<file path="src/rtl/clamp_pwm_pkg.sv">
package clamp_pwm_pkg;

  typedef struct packed {
    logic load;  // take new code and selector, restart the period count
    logic run;   // a period is in progress
  } pwmStrobe_t;

  // repetition length in table units for a selector value
  function automatic logic [7:0] periodUnits(input logic [4:0] sel);
    logic [7:0] u;
    if (sel == 5'd0)       u = 8'd0;
    else if (sel <= 5'd4)  u = {3'b000, sel};
    else if (sel == 5'd5)  u = 8'd6;
    else if (sel == 5'd6)  u = 8'd8;
    else if (sel == 5'd31) u = 8'd224;
    else                   u = ({3'b000, sel} - 8'd5) << 3;
    return u;
  endfunction

endpackage

</file>
<file path="src/rtl/clamp_pwm_ctrl.sv">
module clamp_pwm_ctrl
  import clamp_pwm_pkg::*;
(
  input  logic       clk,
  input  logic       rstN,
  input  logic       en,
  input  logic [4:0] freqSel,
  input  logic       periodEnd,
  output pwmStrobe_t strobe
);
  logic active;
  logic selOk;
  logic load;
  logic stop;

  assign selOk = (freqSel != 5'd0);
  assign load  = en && selOk && (!active || periodEnd);
  assign stop  = active && !load && (!en || periodEnd);

  always_ff @(posedge clk or negedge rstN) begin
    if (!rstN)     active <= 1'b0;
    else if (load) active <= 1'b1;
    else if (stop) active <= 1'b0;
  end

  assign strobe.load = load;
  assign strobe.run  = active;
endmodule

</file>
<file path="src/rtl/clamp_pwm_dp.sv">
module clamp_pwm_dp
  import clamp_pwm_pkg::*;
#(
  parameter int BASE_SLOT = 8,
  parameter int MIN_PULSE = 50,
  parameter int CNT_W     = 18
) (
  input  logic       clk,
  input  logic       rstN,
  input  logic [6:0] dutyCode,
  input  logic [4:0] freqSel,
  input  pwmStrobe_t strobe,
  output logic       periodEnd,
  output logic       cntZero,
  output logic [6:0] curCode,
  output logic       pwmOut
);
  localparam logic [CNT_W-1:0] MinCyc  = CNT_W'(MIN_PULSE);
  localparam logic [CNT_W-1:0] BaseCyc = CNT_W'(BASE_SLOT);

  logic [CNT_W-1:0] cnt;
  logic [4:0]       curSel;
  logic [CNT_W-1:0] slotCyc;
  logic [CNT_W-1:0] periodCyc;
  logic [CNT_W-1:0] linCyc;
  logic [CNT_W-1:0] highCyc;

  always_ff @(posedge clk or negedge rstN) begin
    if (!rstN) begin
      cnt     <= '0;
      curCode <= '0;
      curSel  <= '0;
    end else if (strobe.load) begin
      cnt     <= '0;
      curCode <= dutyCode;
      curSel  <= freqSel;
    end else if (strobe.run) begin
      cnt <= cnt + 1'b1;
    end
  end

  assign slotCyc   = CNT_W'(periodUnits(curSel)) * BaseCyc;
  assign periodCyc = slotCyc << 7;
  assign linCyc    = CNT_W'(curCode) * slotCyc;

  always_comb begin
    if (curCode == 7'd0) begin
      highCyc = '0;
    end else if (curCode == 7'd127) begin
      highCyc = periodCyc;
    end else begin
      highCyc = (linCyc < MinCyc) ? MinCyc : linCyc;
      if (highCyc > periodCyc - MinCyc) highCyc = periodCyc - MinCyc;
    end
  end

  assign periodEnd = strobe.run && (cnt == periodCyc - 1'b1);
  assign cntZero   = (cnt == '0);
  assign pwmOut    = strobe.run && (cnt < highCyc);
endmodule

</file>
<file path="src/rtl/clamp_pwm.sv">
module clamp_pwm
  import clamp_pwm_pkg::*;
#(
  parameter int BASE_SLOT = 8,
  parameter int MIN_PULSE = 50
) (
  input  logic       clk,
  input  logic       rstN,
  input  logic       en,
  input  logic [6:0] dutyCode,
  input  logic [4:0] freqSel,
  output logic       pwmOut,
  output logic       invalidCfg
);
  localparam int CNT_W = $clog2(224 * 128 * BASE_SLOT + 1);

  pwmStrobe_t strobe;
  logic       periodEnd;
  logic       cntZero;
  logic [6:0] curCode;
  logic       active;

  clamp_pwm_ctrl u_ctrl (
    .clk       (clk),
    .rstN      (rstN),
    .en        (en),
    .freqSel   (freqSel),
    .periodEnd (periodEnd),
    .strobe    (strobe)
  );

  clamp_pwm_dp #(
    .BASE_SLOT (BASE_SLOT),
    .MIN_PULSE (MIN_PULSE),
    .CNT_W     (CNT_W)
  ) u_dp (
    .clk       (clk),
    .rstN      (rstN),
    .dutyCode  (dutyCode),
    .freqSel   (freqSel),
    .strobe    (strobe),
    .periodEnd (periodEnd),
    .cntZero   (cntZero),
    .curCode   (curCode),
    .pwmOut    (pwmOut)
  );

  assign active     = strobe.run;
  assign invalidCfg = (freqSel == 5'd0);
endmodule

</file>
<file path="config.mk">
export PLATFORM = sky130hd
export DESIGN_NAME = clamp_pwm
export DESIGN_NICKNAME = d
export VERILOG_FILES = /design/src/rtl/clamp_pwm_pkg.sv /design/src/rtl/clamp_pwm_ctrl.sv /design/src/rtl/clamp_pwm_dp.sv /design/src/rtl/clamp_pwm.sv
export SDC_FILE = /design/constraint.sdc
export NUM_CORES = 1
export LEC_CHECK = 0
export ABC_CLOCK_PERIOD_IN_PS = 18000
export BUFFER_PORTS_ARGS = -buffer_cell sky130_fd_sc_hd__buf_2
export CAP_MARGIN = 20
export CORE_MARGIN = 2
export CORE_UTILIZATION = 30
export DETAILED_ROUTE_END_ITERATION = 10
export HOLD_SLACK_MARGIN = 0.03
export PLACE_DENSITY = 0.43
export SLEW_MARGIN = 40
export SYNTH_ARGS = -nofsm -noshare
export SYNTH_HDL_FRONTEND = slang
export SYNTH_SLANG_ARGS = --single-unit
</file>
<file path="constraint.sdc">
create_clock -name clk -period 18 [get_ports clk]
set_input_delay 0.9 -clock clk [delete_from_list [all_inputs] [get_ports clk]]
set_output_delay 0.9 -clock clk [all_outputs]
set_load 0.1 [all_outputs]
</file>
==> qor.csv <==
metric,value,unit
synth_edf_count,0,
grt_pass1_wl,22200,µm
ant_nets,0,
grt_remaining_overflow,0,
rrSetupSlack,13.21,ns
syn-instance-count,558,
synth-xor-area-share,7.07,%
p_sw,0.536,mW
crit_path_start_kind,flip-flop,
routed_wl,13200,µm
yosys-top-cells-count,"ha_1 (64), and2_1 (44), nor2_1 (42)",
seq_area_frac_synth,15.9,%
synth-seq-cells,31,
cts_setup_buffers,0,
p_per_area,186,nW/µm²
synthTopCellsByArea,"ha_1 (16%), dfrtp_1 (16%), fa_1 (12%)",
maxCapViolCount,0,
leakage,2.51,nW
synth.area.mux_share,3.47,%
root_buffer,clkbuf_16,
fp.coreArea,15900,µm²
path_class,reg -> out,
worst_path_most_repeated_cell,a21o_1,
num_antenna_cells,0,
power.share.clock,9.2,%
cts_tree,done,
clk_pin_slew_worst_paths,0.05,ns
p_seq_share,9.7,%
cp_slowest_cell,a221oi_4,
pwr-share-comb,81.1,%
io-pin-count,17,
ys_types,71,
finish.utilization,33.5,%
yosysTopAreaCellShare,16.5,%
drv_slew,0,
yosys.area_share.simple,22.8,%
cts_buffer_depth,2,
grt_usage,15.9,%
cts_sinks,31,
fin_skew,0.00478,ns
syn-mean-instance-area,8.72,µm²
hpwl,10700,µm
finalHoldViolCount,0,
h-tree-depth,2,
yosysTopAreaCell,ha_1,
internal-power,0.455,mW
gp_congestion,0.851,
drt_iter0_drc,175,
p_sw_share,54.1,%
finalCritPeriodShare,61.9,%
synth_area,4870,µm²
final_net_count,673,
drt_first_pass_iters,5,
synthArstFlopShare,100,%
grt_setup_unrepaired,no,
syn2layout_area_growth,9.18,%
outcome,"finished, final reports clean",
tightest_slew,0.749,ns
finalCriticalPeriod,11.14,ns
dp_cells,774,
holdWs,0.551,ns
dieWidth,131,µm
r2r_end,u_dp.curCode[4]$_DFFE_PN0P_,
numCtsBuffers,5,
grt_pass1_vias,4215,
peakVddDrop,0.0818,mV
grt_max_degree,32,
viasPerCell,5.25,
cp.required,17.10,ns
synth_compound_area_share,17.2,%
synthFlopType,dfrtp_1,
finalNonFillerCells,782,
ys_warn_count,0,
r2r_cells,16,
die_area,17300,µm²
relSlewSlack,50.0,%
min_path_type,in -> async,
crit_arrival,10.24,ns
antenna_found_initial,0,
fin_setup_tns,0,ns
portBuffers,16,
clkLatencyLatePin,0.28,ns
setup_viol,0,
yosysMostFrequentCell,ha_1,
post_cts_resized,0,
synth_nets,666,
layout-drive-gt1-share,8.13,%
worst_setup_path_end_kind,output port,
die_y,131,µm
fillers,1722,
vias,4104,
wire_per_inst,16.9,µm
rows,46,
max_stage_delay,0.70,ns
fmax,89.8,MHz
hold_buffers,0,
initial_core_util,30.6,%
yosys.area_share.adder,28.4,%
cp_max_fo,16,
synth_top_family_by_area,adder cells,
r2r-start,u_dp.curSel[0]$_DFFE_PN0P_,
drc,0,
## worst max path at each step
| stage | startpoint | slack (ns) | end | depth (start not counted) |
|---|---|---|---|---|
| 2_1_floorplan | u_dp.curSel[0]$_DFFE_PN0P_ | 7.11 | pwmOut | 35 |
| 4_1_cts | u_dp.curSel[0]$_DFFE_PN0P_ | 6.71 | pwmOut | 35 |
| 5_1_grt | u_dp.curSel[0]$_DFFE_PN0P_ | 6.17 | pwmOut | 35 |
| 6_report | u_dp.curSel[0]$_DFFE_PN0P_ | 6.86 | pwmOut | 33 |
| 3_3_place_gp | u_dp.curSel[0]$_DFFE_PN0P_ | 7.13 | pwmOut | 35 |
| 3_5_place_dp | u_dp.curSel[0]$_DFFE_PN0P_ | 7.06 | pwmOut | 35 |
## logic make-up (layout without fill, tap and decap cells)
group | Yosys count | in the layout
AOI/OAI and AO/OA | 119 | 119
buffers and inverters | 60 | 68
and+or+nand+nor | 204 | 204
xor gates and xnor gates | 36 | 36
muxes | 15 | 15
adders and majority gates | 93 | 93
DFF | 31 | 31
## state kept, by name, indices dropped and copies added, names as in the netlist
| signal | flops |
|---|---|
| u_dp.cnt | 18 |
| u_ctrl.active | 1 |
| u_dp.curCode | 7 |
| u_dp.curSel | 5 |
## per-stage QoR
step                instance area (µm²)  setup WS (ns)  power (mW)
global route                       5310           6.17        1.11
finish                             5310           6.86       0.990
detailed placement                 5150           7.06       0.900
global placement                   5150           7.13       0.897
floorplan                          4870           7.11       0.698
CTS                                5300           6.71       0.998
## cell type report
type                            instances  area, µm²  share of cell area [%]
Multi-Input combinational cell        467       3850                    72.4
Sequential cell                        31        776                    14.6
Tap cell                              216        270                    5.09
Clock buffer                            8        156                    2.94
Inverter                               40        150                    2.83
Timing Repair Buffer                   20        113                    2.12
## cell usage in the layout, fill, tap and decap left out, drive strengths merged, types with 5 or more instances in the layout
| cell type | count |
|---|---|
| buf | 20 |
| a21o | 12 |
| clkbuf | 8 |
| xnor2 | 18 |
| nand2 | 35 |
| mux2 | 15 |
| xor2 | 16 |
| nand3 | 14 |
| a21oi | 29 |
| o211ai | 5 |
| nor2 | 42 |
| ha | 64 |
| o311ai | 7 |
| nor3 | 5 |
| nor2b | 5 |
| fa | 29 |
| nand2b | 6 |
| a31oi | 6 |
| and3 | 15 |
| nor4 | 6 |
| inv | 40 |
| dfrtp | 31 |
| nand4 | 15 |
| o21ai | 26 |
| and2 | 44 |
## worst max-delay path: cells and delay by family, from the launching register on
family	cells	cell delay, ns
buffers and inverters	4	0.67
DFF	1	0.47
AOI/OAI and AO/OA	14	3.44
and+or+nand+nor	7	2.08
adders and majority gates	8	3.26
## layer usage
layer,global-route usage (%),part of all wire (%),vias up
met4,3.38,0.92,0
met2,28.1,49,70
met1,21.2,48,2011
met3,1.35,2.3,10
li1,-,-,2013
met5,0,0,-
## power groups by stage
stage               clock network, mW  logic, mW  registers, mW
global placement                    0      0.800         0.0974
floorplan                           0      0.613         0.0846
global route                   0.0975      0.916         0.0988
finish                         0.0907      0.803         0.0964
CTS                            0.0927      0.809         0.0963
detailed placement                  0      0.802         0.0974
(Power assumes the default switching activity.)
